File: config.mk
export PLATFORM = sky130hd
export DESIGN_NAME = hazard_ctl
export DESIGN_NICKNAME = d
export VERILOG_FILES = /design/src/rtl/hazard_ctl_pkg.sv /design/src/rtl/hazard_ctl_srcmatch.sv /design/src/rtl/hazard_ctl_decide.sv /design/src/rtl/hazard_ctl_resolve.sv /design/src/rtl/hazard_ctl.sv
export SDC_FILE = /design/constraint.sdc
export NUM_CORES = 1
export LEC_CHECK = 0
export BUFFER_PORTS_ARGS = -buffer_cell sky130_fd_sc_hd__buf_2
export CAP_MARGIN = 20
export CELL_PAD_IN_SITES_DETAIL_PLACEMENT = 1
export CELL_PAD_IN_SITES_GLOBAL_PLACEMENT = 1
export CORE_MARGIN = 5
export CORE_UTILIZATION = 21
export DETAILED_ROUTE_END_ITERATION = 8
export PLACE_DENSITY_LB_ADDON = 0.1
export SLEW_MARGIN = 5
export SYNTH_ARGS = -nofsm -noshare
export SYNTH_HDL_FRONTEND = slang
export SYNTH_SLANG_ARGS = --single-unit
File: constraint.sdc
create_clock -name vclk -period 2.5
set_input_delay 0.5 -clock vclk [all_inputs]
set_output_delay 0.5 -clock vclk [all_outputs]
set_load 0.005 [all_outputs]
File: src/rtl/hazard_ctl_pkg.sv
package hazard_ctl_pkg;

    // Stage slots in the destination vector; the decider relies on this order.
    localparam int STG_EX  = 0;
    localparam int STG_MEM = 1;
    localparam int STG_WB  = 2;
    localparam int NUM_STG = 3;

    typedef enum logic {
        MODE_INTERLOCK = 1'b0,
        MODE_LOADUSE   = 1'b1
    } hz_mode_e;

    typedef struct packed {
        logic pc_we;
        logic ifid_we;
        logic ifid_flush;
        logic idex_bubble;
    } hz_ctrl_t;

    localparam hz_ctrl_t CTRL_RUN   = '{pc_we: 1'b1, ifid_we: 1'b1, ifid_flush: 1'b0, idex_bubble: 1'b0};
    localparam hz_ctrl_t CTRL_HOLD  = '{pc_we: 1'b0, ifid_we: 1'b0, ifid_flush: 1'b0, idex_bubble: 1'b1};
    localparam hz_ctrl_t CTRL_SQUASH = '{pc_we: 1'b1, ifid_we: 1'b1, ifid_flush: 1'b1, idex_bubble: 1'b1};

    // A redirect wins over a hold: the held instruction is on the wrong path.
    function automatic hz_ctrl_t pick_ctrl(input logic redirect, input logic hold);
        if (redirect)  return CTRL_SQUASH;
        else if (hold) return CTRL_HOLD;
        else           return CTRL_RUN;
    endfunction

endpackage

File: src/rtl/hazard_ctl_srcmatch.sv
module hazard_ctl_srcmatch #(
    parameter int AW   = 5,
    parameter int NSTG = 3
) (
    input  logic [AW-1:0]            src,
    input  logic [NSTG-1:0][AW-1:0]  dst,
    input  logic [NSTG-1:0]          dst_we,
    output logic [NSTG-1:0]          hit
);
    logic src_live;
    assign src_live = |src;

    for (genvar s = 0; s < NSTG; s++) begin : g_stg
        assign hit[s] = src_live && dst_we[s] && (dst[s] == src);
    end
endmodule

File: src/rtl/hazard_ctl_decide.sv
module hazard_ctl_decide
    import hazard_ctl_pkg::*;
#(
    parameter bit RF_WBR = 1'b1
) (
    input  hz_mode_e             mode,
    input  logic [NUM_STG-1:0]   stg_hit,
    input  logic                 ex_load,
    output logic                 stall
);
    localparam logic WB_VISIBLE = !RF_WBR;

    logic wb_term;
    assign wb_term = stg_hit[STG_WB] & WB_VISIBLE;

    always_comb begin
        case (mode)
            MODE_INTERLOCK: stall = stg_hit[STG_EX] | stg_hit[STG_MEM] | wb_term;
            default:        stall = stg_hit[STG_EX] & ex_load;
        endcase
    end
endmodule

File: src/rtl/hazard_ctl_resolve.sv
module hazard_ctl_resolve
    import hazard_ctl_pkg::*;
(
    input  logic     stall,
    input  logic     redirect,
    output hz_ctrl_t ctrl
);
    assign ctrl = pick_ctrl(redirect, stall);
endmodule

File: src/rtl/hazard_ctl.sv
module hazard_ctl
    import hazard_ctl_pkg::*;
#(
    parameter int AW     = 5,
    parameter bit RF_WBR = 1'b1
) (
    input  logic          fwd_mode,
    input  logic [AW-1:0] id_src_a,
    input  logic [AW-1:0] id_src_b,
    input  logic [AW-1:0] ex_dst,
    input  logic          ex_wr_en,
    input  logic          ex_is_load,
    input  logic [AW-1:0] mem_dst,
    input  logic          mem_wr_en,
    input  logic [AW-1:0] wb_dst,
    input  logic          wb_wr_en,
    input  logic          ex_br_taken,
    output logic          pc_we,
    output logic          ifid_we,
    output logic          ifid_flush,
    output logic          idex_bubble
);
    localparam int NSRC = 2;

    logic [NUM_STG-1:0][AW-1:0]  dst;
    logic [NUM_STG-1:0]          dst_we;
    logic [NSRC-1:0][AW-1:0]     srcs;
    logic [NSRC-1:0][NUM_STG-1:0] hit_per_src;
    logic [NUM_STG-1:0]          stg_hit;
    logic                        stall;
    hz_mode_e                    mode;
    hz_ctrl_t                    ctrl;

    assign dst[STG_EX]     = ex_dst;
    assign dst[STG_MEM]    = mem_dst;
    assign dst[STG_WB]     = wb_dst;
    assign dst_we[STG_EX]  = ex_wr_en;
    assign dst_we[STG_MEM] = mem_wr_en;
    assign dst_we[STG_WB]  = wb_wr_en;
    assign srcs            = {id_src_b, id_src_a};
    assign mode            = hz_mode_e'(fwd_mode);

    for (genvar i = 0; i < NSRC; i++) begin : g_src
        hazard_ctl_srcmatch #(.AW(AW), .NSTG(NUM_STG)) u_match (
            .src    (srcs[i]),
            .dst    (dst),
            .dst_we (dst_we),
            .hit    (hit_per_src[i])
        );
    end

    always_comb begin
        stg_hit = '0;
        for (int i = 0; i < NSRC; i++) stg_hit |= hit_per_src[i];
    end

    hazard_ctl_decide #(.RF_WBR(RF_WBR)) u_decide (
        .mode    (mode),
        .stg_hit (stg_hit),
        .ex_load (ex_is_load),
        .stall   (stall)
    );

    hazard_ctl_resolve u_resolve (
        .stall    (stall),
        .redirect (ex_br_taken),
        .ctrl     (ctrl)
    );

    assign pc_we       = ctrl.pc_we;
    assign ifid_we     = ctrl.ifid_we;
    assign ifid_flush  = ctrl.ifid_flush;
    assign idex_bubble = ctrl.idex_bubble;
endmodule

# Word level (Yosys, flattened, before mapping)
# Index checks and enable logic that the tools add are counted.
dict set report classes {
  n_eq_ne 4
  muxes 3
  bitwise 3
  n_reduce_logical 10
}
# op count
set ops {}
lappend ops {{5-bit equality test} 4}
lappend ops {{5-bit OR reduction} 2}
lappend ops {{1-bit logical AND} 8}
lappend ops {{4-bit 2-to-1 mux} 2}
lappend ops {{2-bit bitwise OR} 1}
lappend ops {{1-bit AND} 1}
lappend ops {{1-bit 2-to-1 mux} 1}
lappend ops {{1-bit bitwise OR} 1}
dict set report totals {
  regBits 0
  in_bits 31
  out_inout_bits 4
  word_cells 20
}

# Longest topological paths before layout
dict set report logic_depth {
  depth_word 8
  mapped_depth 6
  ltp_nobuf 5
}

# By module
# Synthesis repeated with hierarchy kept, for this count alone.
dict set report unflattened {
  cells_unflattened 56
  hier_area_um2 430.4
}
# module instances cells_each area_each_um2
set modules_own_cells {}
lappend modules_own_cells {hazard_ctl_srcmatch 2 23 182.7}
lappend modules_own_cells {hazard_ctl_resolve 1 4 27.5}
lappend modules_own_cells {hazard_ctl 1 3 18.8}
lappend modules_own_cells {hazard_ctl_decide 1 3 18.8}

# Least setup slack after synthesis
# Ideal clock, no wire load.
dict set report synth_path {
  kind {in2out}
  from {input port id_src_b[0]}
  to {output port pc_we}
  arrival_time_ps 1655
  t_required_ps 2000
  slack_ps 345
  stages 6
  n_path_buf 1
  cell_sequence {or4_1 -> nor2_2 -> nor4_1 -> o211ai_1 -> a21o_1 -> buf_4}
}
dict set report synth_between {
  elab_chain_cells 8
}
# item line
set synth_lines {}
lappend synth_lines {{from (decl)} hazard_ctl.sv:9} ;# input logic [AW-1:0] id_src_b,
lappend synth_lines {{5-bit OR reduction} hazard_ctl_srcmatch.sv:11} ;# assign src_live = |src;
lappend synth_lines {{1-bit logical AND (2 in a row)} hazard_ctl_srcmatch.sv:14} ;# assign hit[s] = src_live && dst_we[s] && (dst[s] == src);
lappend synth_lines {{2-bit bitwise OR (*)} hazard_ctl.sv:54} ;# for (int i = 0; i < NSRC; i++) stg_hit |= hit_per_src[i];
lappend synth_lines {{1-bit bitwise OR / 1-bit AND (equally long branches)} {hazard_ctl_decide.sv:18, hazard_ctl_decide.sv:19}}
lappend synth_lines {{1-bit 2-to-1 mux (*)} hazard_ctl_decide.sv:17} ;# case (mode)
lappend synth_lines {{4-bit 2-to-1 mux (*)} hazard_ctl_pkg.sv:28} ;# else if (hold) return CTRL_HOLD;
lappend synth_lines {{4-bit 2-to-1 mux (*)} hazard_ctl_pkg.sv:27} ;# if (redirect) return CTRL_SQUASH;
lappend synth_lines {{to (decl)} hazard_ctl.sv:18} ;# output logic pc_we,
# Every way passes the cells marked *; elsewhere a longest branch is shown, timed or not.

# Worst setup path in the final report
dict set report layout_path {
  from {input port id_src_b[0]}
  to {output port ifid_we}
}
dict set report layout_between {
  elab_chain_cells 8
}
# item line
set layout_lines {}
lappend layout_lines {{5-bit OR reduction} hazard_ctl_srcmatch.sv:11}
lappend layout_lines {{1-bit logical AND (2 in a row)} hazard_ctl_srcmatch.sv:14}
lappend layout_lines {{2-bit bitwise OR (*)} hazard_ctl.sv:54}
lappend layout_lines {{1-bit bitwise OR / 1-bit AND (equally long branches)} {hazard_ctl_decide.sv:18, hazard_ctl_decide.sv:19}}
lappend layout_lines {{1-bit 2-to-1 mux (*)} hazard_ctl_decide.sv:17}
lappend layout_lines {{4-bit 2-to-1 mux (*)} hazard_ctl_pkg.sv:28}
lappend layout_lines {{4-bit 2-to-1 mux (*)} hazard_ctl_pkg.sv:27}
lappend layout_lines {{to (decl)} hazard_ctl.sv:19} ;# output logic ifid_we,
# Marked as above.

==> summary.md <==
| Metric | Value |
|---|---|
| Status | complete, no violations |
| CP Capture Type | primary output |
| GPL Wtd Cong | ~0.7 |
| Post-CTS Hold Buffers | 0 |
| Synth warn | 0 |
| Cell Pwr Density | about 160 nW/um2 |
| Area of the core | 1320 um2 |
| Lkg Pwr | approximately 0.19 nW |
| Adder-Cell Fraction of Synth Area | 0 |
| Mapped cell area | 295 um2 |
| Synth cell count leaders | xnor2_1, xor2_1, nand3_1, nor4_1 |
| Area Growth Syn to Fin | 50.4% |
| Largest cells by area after synthesis | xnor2_1, xor2_1, nor4_1 |
| Die height | ~48 um |
| Final worst-path cycle share | 0.933 |
| Pre-CTS setup slack | roughly 140 ps |
| RSZ-0062 raised after global routing | false |
| Yosys top cell area share | 0.356 |
| Register area share after synthesis | 0 |
| Fin crit period | approximately 2300 ps |
| Slew Limit Fails | 0 |
| Drt first pass iters | 2 |
| GRT Residual Overflow | 0 |
| HPWL reported at the end of detailed placement | 932 um |
| Met1 Track Usage GR | 0.105 |
| Total Nets Final | 99 |
| DIE AREA | 2260 um2 |
| CP arrival | around 1800 ps |
| Met3 global-route usage | 0 |
| Worst-margin pin slew | 327 ps |
| Vias in the first global route | 364 |
| Worst vdd ir | around 0.060 mV |
| Cell variety after synth | 13 |
| Clk pwr share | 0 |
| Antenna violations before repair | 0 |
| Post-route ant nets | 0 |
| CP max FO | 3 |
| Final setup vio count | 0 |
| Fraction of layout cells with a size suffix above 1 | 0.455 |
| Filler instances | roughly 190 |
| Internal power | approximately 0.038 mW |
| Post-CTS Resized | 0 |
| Hold depth | 2 |
| Core Util, Final | 0.337 |
| FF/Latch Area | 0 um2 |
| Drt initial violations | 1 |
| Num ports | 35 |
| Fmax achieved | around 430 MHz |
| Post-Synth XOR/XNOR Area | 0.593 |
| Total power | around 0.069 mW |
| Post-Synthesis Cells | 39 |
| Setup bufs post-CTS | 0 |
| Switching Fraction | 0.456 |
| Combinational family with the most area after synthesis | XOR/XNOR gates |
| Detailed Route WL | between 900 and 1000 um |
| Met2 Usage GRT | 0.171 |
| Seq cells | 0 |
| Initial core utilization | 0.224 |
| Mean post-synth cell area | between 7 and 8 um2 |
| Hold path start | ex_br_taken |
| Largest net degree at the start of global routing | 4 |
| Layout clock buffer count | 0 |
| Max-Cap Viols | 0 |
| Gr busiest metal | met2 |
| Count leader, synth | xnor2_1 |
| Final Hold Fails | 0 |
| Worst Setup SP | id_src_b[0] |
| Cell taking the most area after synthesis | xnor2_1 |
| Mapped Nets | 70 |
| First-pass GRT wire length | 1450 um |
| Combinational Power Share | 1.000 |
| Via Count | roughly 360 |
| Post-route setup TNS | 0 ps |
| HP Class | input pin to primary output |
| Sequential share of power | 0 |
| # rows | 13 |
| Drt drc | 0 |
| PortBufs | 29 |
| CP endpoint | ifid_we |
| Crit Path Category | input pin to primary output |
| Layout Cells excl Fill | roughly 80 |
| Max_slew headroom | 0.780 |
| Req. time, crit path | 2000 ps |
| Simple logic cell fraction of the synthesized area | 0.263 |
| Post-synthesis mux area share | 0 |
| Routed WL per cell | 11.8 um |
| Final worst slack | approximately 170 ps |
| Dpl cells | between 80 and 90 |
| Antenna diode count | 0 |
| Synth Area in Compound Gates | 0.0805 |
| P_sw | between 0.03 and 0.04 mW |
| Total track usage | 0.0851 |
| Horiz. Die Dim | 47.5 um |
| Vias per inst | between 4 and 5 |
| Startpoint Class | input pin |
==> metrics by stage <==
step | instance area (um2) | hold WS [ps]
after CTS | 444 | 1200
after detailed placement | 444 | 1200
after floorplan | 295 | 1080
after global placement | 444 | 1200
final | 444 | 1190
after global routing | 444 | 1210
==> critical path, stage by stage <==
cell and delay, ps:
buf_2 120, or4_1 530, nor2_2 120, nor4_1 70, o211ai_1 230, a21o_1 160, buf_2 110
==> how the worst min path moves through the flow <==
stage               slack (ps)          to
floorplan                 1080  ifid_flush
global placement          1200  ifid_flush
detailed placement        1200  ifid_flush
CTS                       1200  ifid_flush
global route              1210  ifid_flush
finish                    1190  ifid_flush
==> per-layer routing <==
metal	share of wire	vias to the layer above
li1	-	192
met4	0	0
met2	0.50	15
met1	0.38	157
met5	0	-
met3	0.11	0
==> layout by cell type (no fill, tap or decap) <==
| cell | count |
|---|---|
| o211ai_1 | 1 |
| o221ai_1 | 1 |
| inv_1 | 1 |
| nor2_2 | 1 |
| nand3_1 | 4 |
| or4_1 | 2 |
| nor4_1 | 4 |
| nand3b_1 | 1 |
| xnor2_1 | 12 |
| a21o_1 | 1 |
| nor2_1 | 1 |
| xor2_1 | 8 |
| buf_2 | 29 |
==> power groups by stage <==
stage	clock network [mW]	logic, mW	registers (mW)
after floorplan	0	0.0344	0
final	0	0.0693	0
after global routing	0	0.0774	0
after global placement	0	0.0703	0
after CTS	0	0.0708	0
after detailed placement	0	0.0705	0
==> logic make-up after synthesis <==
family	count (synthesis)
xor gates and xnor gates	20
and+or+nand+nor	13
AOI/OAI and AO/OA	3
buffers and inverters	3
==> layout make-up <==
class / count / area (um2) / area share
tap: 15 / 18.8 / 0.0423
inverter: 1 / 3.75 / 0.00845
timing repair buffer: 29 / 145 / 0.327
multi-input combinational: 36 / 277 / 0.623
Power figures use the tool's default switching activity.
